[config.mk]
export PLATFORM = sky130hd
export DESIGN_NAME = pwm_pair
export DESIGN_NICKNAME = d
export VERILOG_FILES = /design/src/rtl/pwm_pair_pkg.sv /design/src/rtl/pwm_prescaler.sv /design/src/rtl/pwm_engine.sv /design/src/rtl/pwm_pair.sv
export SDC_FILE = /design/constraint.sdc
export NUM_CORES = 1
export LEC_CHECK = 0
export BUFFER_PORTS_ARGS = -buffer_cell sky130_fd_sc_hd__buf_2
export CAP_MARGIN = 20
export CORE_ASPECT_RATIO = 0.7
export CORE_MARGIN = 4
export CORE_UTILIZATION = 55
export DETAILED_ROUTE_END_ITERATION = 7
export HOLD_SLACK_MARGIN = 0.02
export PLACE_DENSITY = 0.72
export SLEW_MARGIN = 20
export SYNTH_ARGS = -nofsm -noshare
export SYNTH_HDL_FRONTEND = slang
export SYNTH_SLANG_ARGS = --single-unit
[constraint.sdc]
create_clock -name clk -period 4.3 [get_ports clk]
set_input_delay 0.43 -clock clk [delete_from_list [all_inputs] [get_ports clk]]
set_output_delay 0.43 -clock clk [all_outputs]
set_load 0.02 [all_outputs]
[src/rtl/pwm_pair_pkg.sv]
package pwm_pair_pkg;
  localparam int ADDR_W = 4;
  localparam logic [ADDR_W-1:0] ADR_CTRL   = 4'd0;
  localparam logic [ADDR_W-1:0] ADR_EN     = 4'd1;
  localparam logic [ADDR_W-1:0] ADR_POL    = 4'd2;
  localparam logic [ADDR_W-1:0] ADR_ALIGN  = 4'd3;
  localparam logic [ADDR_W-1:0] ADR_CLKSEL = 4'd4;
  localparam logic [ADDR_W-1:0] ADR_PER0   = 4'd5;
  localparam logic [ADDR_W-1:0] ADR_PER1   = 4'd6;
  localparam logic [ADDR_W-1:0] ADR_DUTY0  = 4'd7;
  localparam logic [ADDR_W-1:0] ADR_DUTY1  = 4'd8;
  localparam int CTRL_JOIN = 0;
  localparam int CTRL_SWAI = 1;
  localparam int CTRL_SFRZ = 2;
endpackage

[src/rtl/pwm_prescaler.sv]
module pwm_prescaler #(
  parameter int DIV_LOG2 = 2
) (
  input  logic clk,
  input  logic rst,
  input  logic run,
  output logic tick_fast,
  output logic tick_slow
);
  logic [DIV_LOG2-1:0] div_q;

  always_ff @(posedge clk) begin
    if (rst) div_q <= '0;
    else if (run) div_q <= div_q + 1'b1;
  end

  assign tick_fast = run;
  assign tick_slow = run && (div_q == '1);
endmodule

[src/rtl/pwm_engine.sv]
module pwm_engine #(
  parameter int W = 8
) (
  input  logic         clk,
  input  logic         rst,
  input  logic         en,
  input  logic         tick,
  input  logic         center,
  input  logic         pol,
  input  logic [W-1:0] per,
  input  logic [W-1:0] duty,
  output logic         out_o,
  output logic [W-1:0] cnt_o
);
  logic [W-1:0] cnt_q, per_s, duty_s;
  logic         down_q, en_d, out_q;
  logic [W-1:0] cnt_inc, cnt_dec;
  logic         active;

  assign cnt_inc = cnt_q + 1'b1;
  assign cnt_dec = cnt_q - 1'b1;
  // descending half compares inclusively so both halves give duty-length runs
  assign active  = down_q ? (cnt_q <= duty_s) : (cnt_q < duty_s);

  always_ff @(posedge clk) begin
    if (rst) begin
      cnt_q  <= '0;
      per_s  <= '0;
      duty_s <= '0;
      down_q <= 1'b0;
      en_d   <= 1'b0;
      out_q  <= 1'b0;
    end else begin
      en_d  <= en;
      out_q <= en ? (active ? pol : ~pol) : 1'b0;
      if (!en) begin
        cnt_q  <= '0;
        down_q <= 1'b0;
      end else if (!en_d) begin
        cnt_q  <= '0;
        down_q <= 1'b0;
        per_s  <= per;
        duty_s <= duty;
      end else if (tick) begin
        if (!center) begin
          if (cnt_inc >= per_s) begin
            cnt_q  <= '0;
            per_s  <= per;
            duty_s <= duty;
          end else begin
            cnt_q <= cnt_inc;
          end
        end else if (per_s == '0) begin
          cnt_q  <= '0;
          per_s  <= per;
          duty_s <= duty;
        end else if (!down_q) begin
          cnt_q <= cnt_inc;
          if (cnt_inc == per_s) down_q <= 1'b1;
        end else begin
          cnt_q <= cnt_dec;
          if (cnt_dec == '0) begin
            down_q <= 1'b0;
            per_s  <= per;
            duty_s <= duty;
          end
        end
      end
    end
  end

  assign out_o = out_q;
  assign cnt_o = cnt_q;
endmodule

[src/rtl/pwm_pair.sv]
module pwm_pair
  import pwm_pair_pkg::*;
#(
  parameter int CH_W     = 8,
  parameter int PRE_LOG2 = 2
) (
  input  logic              clk,
  input  logic              rst,
  input  logic              wr_en,
  input  logic [ADDR_W-1:0] wr_addr,
  input  logic [CH_W-1:0]   wr_data,
  input  logic              wait_mode,
  input  logic              freeze_mode,
  output logic              pwm_even,
  output logic              pwm_odd
);
  localparam int WIDE_W = 2 * CH_W;

  logic            concat_q, stop_wait_q, stop_frz_q;
  logic [1:0]      en_q, pol_q, center_q, clksel_q;
  logic [CH_W-1:0] per_q  [2];
  logic [CH_W-1:0] duty_q [2];

  always_ff @(posedge clk) begin
    if (rst) begin
      concat_q    <= 1'b0;
      stop_wait_q <= 1'b0;
      stop_frz_q  <= 1'b0;
      en_q        <= '0;
      pol_q       <= '0;
      center_q    <= '0;
      clksel_q    <= '0;
      per_q       <= '{default: '0};
      duty_q      <= '{default: '0};
    end else if (wr_en) begin
      case (wr_addr)
        ADR_CTRL: begin
          if (en_q == 2'b00) concat_q <= wr_data[CTRL_JOIN];
          stop_wait_q <= wr_data[CTRL_SWAI];
          stop_frz_q  <= wr_data[CTRL_SFRZ];
        end
        ADR_EN:     en_q      <= wr_data[1:0];
        ADR_POL:    pol_q     <= wr_data[1:0];
        ADR_ALIGN:  center_q  <= wr_data[1:0];
        ADR_CLKSEL: clksel_q  <= wr_data[1:0];
        ADR_PER0:   per_q[0]  <= wr_data;
        ADR_PER1:   per_q[1]  <= wr_data;
        ADR_DUTY0:  duty_q[0] <= wr_data;
        ADR_DUTY1:  duty_q[1] <= wr_data;
        default: ;
      endcase
    end
  end

  logic presc_run, tick_fast, tick_slow;
  assign presc_run = !(stop_wait_q && wait_mode) && !(stop_frz_q && freeze_mode);

  pwm_prescaler #(.DIV_LOG2(PRE_LOG2)) u_presc (
    .clk       (clk),
    .rst       (rst),
    .run       (presc_run),
    .tick_fast (tick_fast),
    .tick_slow (tick_slow)
  );

  logic [1:0] tick;
  for (genvar c = 0; c < 2; c++) begin : g_tick
    assign tick[c] = clksel_q[c] ? tick_slow : tick_fast;
  end

  logic              en_even;
  logic [CH_W-1:0]   cnt_even;
  logic [WIDE_W-1:0] per_wide, duty_wide, cnt_odd;

  assign en_even   = en_q[0] && !concat_q;
  assign per_wide  = concat_q ? {per_q[0], per_q[1]}  : {{CH_W{1'b0}}, per_q[1]};
  assign duty_wide = concat_q ? {duty_q[0], duty_q[1]} : {{CH_W{1'b0}}, duty_q[1]};

  pwm_engine #(.W(CH_W)) u_even (
    .clk    (clk),
    .rst    (rst),
    .en     (en_even),
    .tick   (tick[0]),
    .center (center_q[0]),
    .pol    (pol_q[0]),
    .per    (per_q[0]),
    .duty   (duty_q[0]),
    .out_o  (pwm_even),
    .cnt_o  (cnt_even)
  );

  pwm_engine #(.W(WIDE_W)) u_odd (
    .clk    (clk),
    .rst    (rst),
    .en     (en_q[1]),
    .tick   (tick[1]),
    .center (center_q[1]),
    .pol    (pol_q[1]),
    .per    (per_wide),
    .duty   (duty_wide),
    .out_o  (pwm_odd),
    .cnt_o  (cnt_odd)
  );
endmodule

# --- After elaboration in Yosys (flattened, before gate mapping) ---
# Index checks and enable logic that the tools add are counted.
totals:
  reg_bits: 123
  latch_bits: 0
  mem_bits_rw: 0
  romBits: 0
  in_bits: 17
  output_inout_bits: 2
  word_cells: 144
  memories: 0
op_classes:
  add_sub_neg: 5
  n_mul: 0
  div_mod_pow: 0
  n_lt_le_gt_ge: 6
  eq_ne: 19
  n_shift: 0
  muxes: 50
  n_bitwise: 8
  reduce_logical: 32
op_table:
  columns: ["op", "n"]
  rows:
  - ["$mux W16", 20]
  - ["$mux W8", 18]
  - ["$logic_not A16 Y1", 2]
  - ["$reduce_and A2 Y1", 9]
  - ["$add A16 B1 Y16 const B", 1]
  - ["$eq A16 B16 Y1", 1]
  - ["$eq A4 B3 Y1 const B", 4]
  - ["$ge A16 B16 Y1", 1]
  - ["$le A16 B16 Y1", 1]
  - ["$logic_not A8 Y1", 2]
  - ["$lt A16 B16 Y1", 1]
  - ["$sub A16 B1 Y16 const B", 1]
  - ["$mux W1", 12]
  - ["$reduce_and A5 Y1", 2]
  - ["$reduce_and A3 Y1", 3]
  - ["$add A8 B1 Y8 const B", 1]
  - ["$eq A4 B2 Y1 const B", 2]
  - ["$eq A8 B8 Y1", 1]
  - ["$ge A8 B8 Y1", 1]
  - ["$le A8 B8 Y1", 1]
  - ["$lt A8 B8 Y1", 1]
  - ["$ne A4 B3 Y1 const B", 2]
  - ["$ne A4 B4 Y1 const B", 2]
  - ["$not A1 Y1", 8]
  - ["other kinds (13)", 23]

# --- Depth between registers and ports, before layout ---
# Gate-level depths: netlist (run 1).
depth:
  ltp_word: 8
  mapped_depth: 16
  mapped_depth_nobuf: 13

# --- Modules after synthesis ---
# A second synthesis (run 1) with hierarchy kept.
hier_totals:
  hier_cells: 869
  hier_area_um2: 7619.8
modules_own_cells:
  columns: ["module", "n_inst", "cells_per_inst", "area_per_inst_um2", "seq_area_each_um2"]
  rows:
  - ["pwm_engine at u_odd", 1, 452, 3604.7, 1021.0]
  - ["pwm_engine at u_even", 1, 226, 2008.2, 540.5]
  - ["pwm_pair", 1, 182, 1913.1, 860.8]
  - ["pwm_prescaler", 1, 9, 93.8, 40.0]

# --- Least setup slack after synthesis (run 1) ---
# OpenSTA, ideal clock, no wires.
synth_path:
  path_type: "register -> register"
  from: "reg u_odd.cnt_q[2] (netlist: u_odd.cnt_o[2])"
  to: "reg u_odd.duty_s[10]"
  setup_time_ns: 0.087
  t_arrival_ns: 3.770
  required_ns: 4.213
  setup_slack_ns: 0.443
  path_stages_with_launch: 16
  path_buffers: 3
  period_less_slack_ns: 3.857
  path_cell_list: "dfxtp_1 buf_6 clkbuf_1 and3_1 nand4_1 nor4_1 xor2_1 ha_1 and4_1 nand3_1 o32a_1 a21oi_1 a22oi_1 clkbuf_1 a211o_1 o31ai_1"
synth_between:
  elab_chain_cells: 4
  word_cells_on_any_way: 7
  cone_classes: "add/sub: 2; order compare: 1; eq/ne: 2; reduce/logical: 2"
synth_rtl:
  columns: ["item", "line", "rtl"]
  rows:
  - ["start: declaration", "pwm_engine.sv:15", "logic [W-1:0] cnt_q, per_s, duty_s;"]
  - ["start signal: assignment", "pwm_engine.sv:51", "cnt_q <= cnt_inc;"]
  - ["start signal: assignment", "pwm_engine.sv:58", "cnt_q <= cnt_inc;"]
  - ["start signal: assignment", "pwm_engine.sv:61", "cnt_q <= cnt_dec;"]
  - ["$add A16 B1 Y16 or $sub A16 B1 Y16 (tied branches)", "pwm_engine.sv:20, pwm_engine.sv:21", null]
  - ["$ge A16 B16 Y1 or $logic_not A16 Y1 (tied branches)", "pwm_engine.sv:46, pwm_engine.sv:62", null]
  - ["$ne A3 B3 Y1 (no source line) or $ne A4 B4 Y1 (tied branches)", null, null]
  - ["$reduce_and A5 Y1 (no source line) (*)", null, null]
  - ["end signal: assignment", "pwm_engine.sv:43", "duty_s <= duty;"]
  - ["end signal: assignment", "pwm_engine.sv:49", "duty_s <= duty;"]
  - ["end signal: assignment", "pwm_engine.sv:56", "duty_s <= duty;"]
  - ["end: declaration", "pwm_engine.sv:15", null]
# Mark *: on every way between the ends. The rest lies on a longest branch, timed or not.
# A chain may end at the register's enable or synchronous reset.

# --- Worst setup path after layout (run 1) ---
layout_path:
  from: "reg u_odd.cnt_q[2] (netlist: u_odd.cnt_o[2])"
  to: "reg u_odd.per_s[8]"
layout_between:
  elab_chain_cells: 4
  word_cells_on_any_way: 7
  cone_classes: "add/sub: 2; order compare: 1; eq/ne: 2; reduce/logical: 2"
layout_rtl:
  columns: ["item", "line", "rtl"]
  rows:
  - ["$add A16 B1 Y16 or $sub A16 B1 Y16 (tied branches)", "pwm_engine.sv:20, pwm_engine.sv:21", null]
  - ["$ge A16 B16 Y1 or $logic_not A16 Y1 (tied branches)", "pwm_engine.sv:46, pwm_engine.sv:62", null]
  - ["$ne A3 B3 Y1 (no source line) or $ne A4 B4 Y1 (tied branches)", null, null]
  - ["$reduce_and A5 Y1 (no source line) (*)", null, null]
  - ["end signal: assignment", "pwm_engine.sv:42", "per_s <= per;"]
  - ["end signal: assignment", "pwm_engine.sv:48", "per_s <= per;"]
  - ["end signal: assignment", "pwm_engine.sv:55", "per_s <= per;"]
  - ["end: declaration", "pwm_engine.sv:15", null]
# Marks and branches as above.

==> impl_metrics.csv, run 1 <==
group,metric,value,unit
sta,post-route-min-period,4.04,ns
synthesis,synth-xor-area-share,3.54,%
route,drc_errors,0,
critical_path,startpoint_type,"register",
critical_path,worst_ep_required_time,4.61,ns
cells_and_area,multi_input_area,0.00451,sq mm
placed_design,gp_congestion,0.977,
synthesis,synth_area_leaders,"dfxtp_1 33%, ha_1 9.3%, mux2i_1 7.7%, nor2_1 5.5%, a21oi_1 3.4%",
critical_path,arrival,4.35,ns
placed_design,io_buffers,18,
die,die_w,147,microns
synthesis,synth_adder_area_share,9.28,%
critical_path,end_kind,"register",
power,combPwrFrac,3.1,%
critical_path,worst_r2r_endpoint,"u_odd.per_s[8]",
global_route,groute.usage.overall,26.9,%
placed_design,place_area,0.00768,sq mm
power,p_switching,0.643,mW
synthesis,yosys.area.top_type,"dfxtp_1",
route,viasPerCell,6.29,
global_route,grt_antenna_before_repair,0,
clock_network,cts_hold_buf,0,
route,ant_nets,0,
sta,maxSlewHeadroom,30.3,%
synthesis,synth_cell_types,65,
sta,setup_viol,0,
critical_path,criticalPathCategory,"reg -> reg",
worst_hold_path,hold_depth,4,
clock_network,cts_buffer_depth,2,
synthesis,synth_area,0.00741,sq mm
critical_path,rr_worst_depth,14,
cells_and_area,drive_gt1_share,9.75,%
synthesis,synth_top_family_by_area,"compound AO/OA/AOI/OAI gates",
synthesis,muxShareOfSynthArea,7.70,%
cells_and_area,fill_cells,1101,
clock_network,numCtsBuffers,17,
global_route,grt_pass1_wl,33.7,mm
synthesis,yosysSeqAreaShare,33.2,%
power,clkPwrFrac,54.8,%
run,maxCapViolations,0,
worst_hold_path,hold-path-endpoint,"u_presc.div_q[1]",
critical_path,critPathMaxFanout,32,
sta,rsz0062_at_grt,"false",
die,fp.dieH,105,microns
synthesis,synth_edf_count,0,
cells_and_area,layout.nets,972,
cells_and_area,area_delta_synth_final,12.4,%
synthesis,synth.net_count,965,
power,switching_share,23.5,%
cells_and_area,design_area,0.00833,sq mm
clock_network,cts_tree,"yes",
synthesis,synthCells,893,
power,p_leak,3.28,nW
outcome,status,"finished clean",
worst_hold_path,hold_class,"in -> reg",
sta,setup_tns,0,ns
clock_network,cts_htree_levels,4,
route,wl_per_cell,18.9,microns
sta,finalCritPeriodShare,93.9,%
sta,fmax,248,MHz
die,initial_core_util,56.2,%
synthesis,postSynthAreaPerCell,8.30,sq um
cells_and_area,final_core_utilization,63.2,%
clock_network,clk_latency,0.42,ns
clock_network,clk_pin_slew_worst_paths,0.07,ns
global_route,grt_max_degree,91,
critical_path,ff2ff_setup_slack,0.26,ns
die,rows,35,
sta,fin_worst_skew,0.0104,ns
route,drt-initial-drc-count,757,
clock_network,cts_root_buf,"clkbuf_16",
synthesis,synth-simple-area-share,19.6,%
power,p_total,2.74,mW
power,powerDensity,329,mW/mm^2
synthesis,ys_warn_count,0,
die,dieArea,0.0154,sq mm
synthesis,ys_ff_latch,123,
route,via_count,6904,
sta,hold_violations,0,
global_route,grt.overflow.total,0,
sta,tightest_slew,1.04,ns
die,core_area,0.0132,sq mm
die,ios,19,
worst_hold_path,worstHoldStart,"freeze_mode",
power,p_int,2.10,mW
cells_and_area,diodes,0,
route,drt_first_pass_iters,5,
sta,finalMaxSlewViolations,0,
power,ir_worst_vdd,0.238,mV
global_route,grt_pass1_vias,6498,
synthesis,yosysTopAreaCellShare,33.2,%
synthesis,ys.flop_type,"dfxtp_1",
synthesis,synth-compound-area-share,20.5,%
synthesis,synthArstFlopShare,0,%
clock_network,cts.sinks,123,
power,seqPwrFrac,42.1,%
route,drt_wl_total,20.8,mm
critical_path,worstReg2RegStart,"u_odd.cnt_o[2]",
cells_and_area,seq_area,0.00246,sq mm
placed_design,hpwl,15.2,mm
## state kept, by name, indices dropped and copies added (netlist names), 2 cells and up
name	count
duty_q	16
per_q	16
u_odd.cnt_o	16
u_odd.duty_s	16
u_odd.per_s	16
u_even.cnt_o	8
u_even.duty_s	8
u_even.per_s	8
center_q	2
clksel_q	2
en_q	2
pol_q	2
u_presc.div_q	2
## timing repair
action	in CTS	in global routing
gates resized for setup	1	2
setup buffers	0	3
setup endpoints to repair	16	39
pin swaps	0	1
## critical path, stage by stage (launching register included)
cell	delay, ns
dfxtp_1	0.46
and3_1	0.25
nand4_1	0.11
buf_4	0.18
nor4_1	0.33
xor2_1	0.18
ha_1	0.35
and4_1	0.27
nand3_1	0.13
o32a_1	0.43
a211oi_1	0.36
nand4_1	0.20
buf_4	0.29
a211o_1	0.31
o31ai_1	0.07
## stage by stage
step | setup WS (ns) | hold WS, ns | std cells
2_1_floorplan | 0.443 | 0.440 | 893
3_3_place_gp | 0.331 | 0.445 | 1063
3_5_place_dp | 0.0367 | 0.455 | 1063
4_1_cts | 0.0750 | 0.340 | 1095
5_1_grt | 0.0231 | 0.367 | 1098
6_report | 0.263 | 0.356 | 1098
## per-layer routing
metal	part of all wire, %	track usage (%)
met1	47	39.0
met2	41	38.3
met3	11	8.76
met4	1.3	6.78
met5	0	0
## power groups by stage
stage                     clock [mW]  combinational (mW)  sequential, mW
after floorplan                    0              0.0529            1.18
after detailed placement           0              0.0806            1.18
final                           1.50              0.0836            1.15
after global placement             0              0.0775            1.18
after global routing            1.56              0.0893            1.15
after CTS                       1.51              0.0814            1.15
## final cells by class
cell class / instances / share of cell area, %
Clock buffer: 17 / 5.11
Clock inverter: 15 / 2.27
Inverter: 55 / 2.48
Multi-Input combinational cell: 657 / 54.1
Sequential cell: 123 / 29.6
Tap cell: 185 / 2.78
Timing Repair Buffer: 46 / 3.64
## synth_stat cells (all sizes together) (5+ instances only)
library cell / n
nor3: 18
clkbuf: 43
nand3: 38
nand3b: 7
o21ai: 20
and3: 7
nor2b: 5
inv: 54
nand4: 11
a21o: 17
mux2i: 57
or3: 5
xnor2: 15
ha: 55
a21oi: 50
xor2: 15
o211ai: 18
a21boi: 7
nand2: 55
o21a: 6
nand2b: 6
a211oi: 18
or4: 5
nor2: 108
dfxtp: 123
buf: 15
nor4: 13
a211o: 16
a22oi: 11
o31ai: 21
## cell usage in the layout (no fill, tap or decap), types with 5 or more instances in the layout
cell type | Yosys | layout
nand3_1 | 38 | 38
nand2_1 | 55 | 55
nor2_1 | 108 | 108
nor3_1 | 18 | 18
a21oi_1 | 50 | 50
xnor2_1 | 15 | 15
inv_1 | 54 | 54
or4_1 | 5 | 5
a211oi_1 | 17 | 17
xor2_1 | 15 | 15
a21o_1 | 17 | 17
mux2i_1 | 57 | 57
a22oi_1 | 11 | 10
clkbuf_16 | 0 | 17
buf_2 | 6 | 17
nand2b_1 | 6 | 6
o21a_1 | 6 | 6
nand4_1 | 11 | 11
or3_1 | 5 | 5
buf_4 | 2 | 29
o31ai_1 | 21 | 21
and3_1 | 7 | 7
a21boi_0 | 7 | 7
nand3b_1 | 7 | 7
ha_1 | 55 | 55
nor4_1 | 12 | 12
nor2b_1 | 5 | 5
o21ai_0 | 20 | 20
a211o_1 | 16 | 16
dfxtp_1 | 123 | 121
o211ai_1 | 18 | 18
## cells by family (layout without fill, tap and decap cells)
family,count (synthesis),count (layout)
multiplexers,57,57
AO/OA/AOI/OAI,216,216
AND/OR/NAND/NOR,299,299
adder cells (fa/ha/maj),55,55
flip-flops,123,123
XOR/XNOR,30,30
buffers and inverters,113,133
## worst max-delay path by stage
| stage | startpoint | end | slack (ns) | cells past startpoint |
|---|---|---|---|---|
| final | u_odd.cnt_o[2] | u_odd.per_s[8] | 0.26 | 14 |
| after global routing | u_odd.cnt_o[2] | u_odd.duty_s[10] | 0.02 | 14 |
| after CTS | u_odd.cnt_o[3] | u_odd.per_s[8] | 0.08 | 13 |
| after detailed placement | u_odd.cnt_o[3] | u_odd.duty_s[1] | 0.04 | 12 |
| after global placement | u_odd.cnt_o[4] | u_odd.duty_s[1] | 0.33 | 12 |
| after floorplan | u_odd.cnt_o[2] | u_odd.duty_s[10] | 0.44 | 15 |
(Power assumes the default switching activity.)
==> inputs of run 2 (changes only) <==
ABC_AREA = 1   (was not set)
CORE_UTILIZATION = 60   (was 55)
PLACE_DENSITY = 0.77   (was 0.72)
==> impl_metrics.csv, run 2 <==
group,metric,value,unit
critical_path,criticalPathCategory,"reg -> reg",
critical_path,max_stage_delay,0.50,ns
clock_network,numCtsBuffers,17,
outcome,status,"finished clean",
route,wl_per_cell,14.7,microns
die,die_w,140,microns
sta,fin_worst_skew,0.0182,ns
route,via_count,6757,
critical_path,critPathBufInv,0,
route,viasPerCell,5.48,
synthesis,ys_ff_latch,123,
synthesis,synthArstFlopShare,0,%
route,drt-initial-drc-count,643,
global_route,grt_max_degree,66,
die,dieArea,0.0141,sq mm
sta,post-route-min-period,3.75,ns
die,core_area,0.0119,sq mm
global_route,groute.usage.overall,26.3,%
die,rows,33,
die,initial_core_util,62.1,%
sta,maxSlewHeadroom,43.1,%
power,powerDensity,355,mW/mm^2
cells_and_area,multi_input_area,0.00408,sq mm
power,p_leak,3.45,nW
placed_design,dpl_worst_slack,0.690,ns
synthesis,yosys-top-cells-count,"183 x nand2_1, 146 x inv_1, 127 x a21oi_1, 125 x nor2_1, 123 x dfxtp_1",
power,ir_worst_vdd,0.301,mV
synthesis,postSynthAreaPerCell,6.92,sq um
clock_network,cts_buffer_depth,2,
sta,rsz0062_at_grt,"false",
global_route,grt_pass1_wl,29.8,mm
clock_network,postCtsSetupBuffers,0,
route,drt_first_pass_iters,5,
global_route,grt_pass1_vias,6028,
placed_design,io_buffers,18,
synthesis,synth_area_leaders,"dfxtp_1 33%, ha_1 9.3%, nand2_1 9.3%, a21oi_1 8.6%, inv_1 7.4%",
sta,fmax,267,MHz
global_route,grt_antenna_before_repair,0,
placed_design,gp_congestion,0.941,
synthesis,synth_cell_types,42,
synthesis,yosys.area.top_type,"dfxtp_1",
synthesis,ys_warn_count,0,
cells_and_area,layout_commonest_cell,"nand2_1",
clock_network,cts_root_buf,"clkbuf_16",
synthesis,synthCells,1064,
synthesis,yosysTopAreaCellShare,33.4,%
synthesis,synth_area,0.00736,sq mm
critical_path,slowest_stage,"dfxtp_1",
sta,worst_slack,0.549,ns
sta,hold_violations,0,
sta,finalCritPeriodShare,87.2,%
die,ios,19,
cells_and_area,fill_cells,996,
clock_network,cts_htree_levels,4,
cells_and_area,drive_gt1_share,8.56,%
critical_path,crit_family,"simple AND/OR/NAND/NOR gates",
cells_and_area,area_delta_synth_final,9.31,%
route,drt_wl_total,18.1,mm
synthesis,ys.flop_type,"dfxtp_1",
synthesis,synth_most_common_cell,"nand2_1",
critical_path,worst_ep_required_time,4.61,ns
synthesis,synth.net_count,1136,
sta,finalMaxSlewViolations,0,
clock_network,clk_pin_slew_worst_paths,0.06,ns
run,maxCapViolations,0,
sta,setup_viol,0,
worst_hold_path,hold_class,"in -> reg",
synthesis,synth_edf_count,0,
die,fp.dieH,101,microns
clock_network,cts_hold_buf,0,
cells_and_area,diodes,0,
cells_and_area,final_cells,1232,
placed_design,placedCellCount,1200,
clock_network,clk_latency,0.43,ns
critical_path,end_kind,"register",
cells_and_area,seq_area,0.00246,sq mm
synthesis,yosysSeqAreaShare,33.4,%
clock_network,cts_tree,"yes",
critical_path,arrival,4.06,ns
placed_design,hpwl,13.1,mm
route,drc_errors,0,
clock_network,post_cts_resize_count,0,
critical_path,worstPathCellList,"ha_1 > nand3_1 > nor2_1 > nand3_1 > nor2_1 > nand3_1 > xor2_1 > ha_1 > nand2_1 > nor2_1 > nand2_1 > o21ai_1 > a21oi_1 > nand2_1 > nand2_1 > nor2_1 > nand2_2 > nand2_8 > nand3_1 > nand2_1 > nor2_1",
critical_path,critPathMaxFanout,64,
global_route,grt.overflow.total,0,
sta,setup_tns,0,ns
clock_network,cts.sinks,123,
critical_path,startpoint_type,"register",
sta,tightest_slew,0.852,ns
cells_and_area,final_cell_mix,"183 x nand2_1, 145 x inv_1, 127 x a21oi_1",
route,ant_nets,0,
cells_and_area,layout.nets,1134,
run 2: cell types whose count changed in the layout (fill, tap and decap cells not counted), moves of 20 or more:
cell	previous run	this run
o21ai_0	20	61
inv_1	54	145
o31ai_1	21	1
mux2i_1	57	0
buf_4	29	7
nand2_1	55	183
a21oi_1	50	127
nand3_1	38	81
run 2: area by class of cell:
cell class,count,share of cell area [%]
inverter,151,7.04
sequential,123,30.6
multi-input combinational,744,50.7
timing repair buffer,25,1.77
clock inverter,14,2.00
tap,157,2.44
clock buffer,18,5.46
run 2: worst paths after layout:
path	startpoint	to	slack, ns	depth (start not counted)
setup / recovery	u_odd.cnt_o[1]	u_odd.duty_s[13]	0.55	21
hold / removal	rst	concat_q	0.22	2
setup reg to reg	u_odd.cnt_o[1]	u_odd.duty_s[13]	0.55	21
hold reg to reg	duty_q[1]	duty_q[1]	0.46	2
run 2: worst reg2reg max path, stage by stage, from the launching register on:
cell and delay, ns:
dfxtp_1 0.50, ha_1 0.27, nand3_1 0.13, nor2_1 0.24
nand3_1 0.18, nor2_1 0.20, nand3_1 0.11, xor2_1 0.18
ha_1 0.30, nand2_1 0.06, nor2_1 0.14, nand2_1 0.10
o21ai_1 0.13, a21oi_1 0.06, nand2_1 0.13, nand2_1 0.09
nor2_1 0.13, nand2_2 0.11, nand2_8 0.28, nand3_1 0.17
nand2_1 0.10, nor2_1 0.04
run 2: through the flow:
step	cell area (sq um)	util (%)	total power, mW	hold WS (ns)
after floorplan	7360	-	1.36	0.429
after global placement	7450	62.9	1.41	0.446
after detailed placement	7450	62.9	1.41	0.452
after CTS	8050	67.9	2.86	0.209
after global routing	8050	67.9	2.95	0.228
final	8050	67.9	2.86	0.219
run 2: report_power, final:
part | internal, mW | total [mW] | switching, mW | leakage, nW
logic | 0.0727 | 0.220 | 0.147 | 2.16
registers | 1.16 | 1.18 | 0.0137 | 0.995
clock network | 0.882 | 1.46 | 0.577 | 0.295
total | 2.12 | 2.86 | 0.738 | 3.45
run 2: kinds of logic after synthesis:
kind of cell	Yosys count	synth area share (%)
buf+inv	197	11.2
simple gates	437	26.0
flops	123	33.4
fa+ha+maj	55	9.34
compound gates	225	16.8
xor+xnor	27	3.31
run 2: metal layers:
layer	global-route usage (%)	vias to the layer above	part of all wire (%)
met2	36.5	239	41
met1	41.1	3026	51
met4	6.25	0	0.76
li1	-	3479	-
met3	5.55	13	7.8
met5	0	-	0
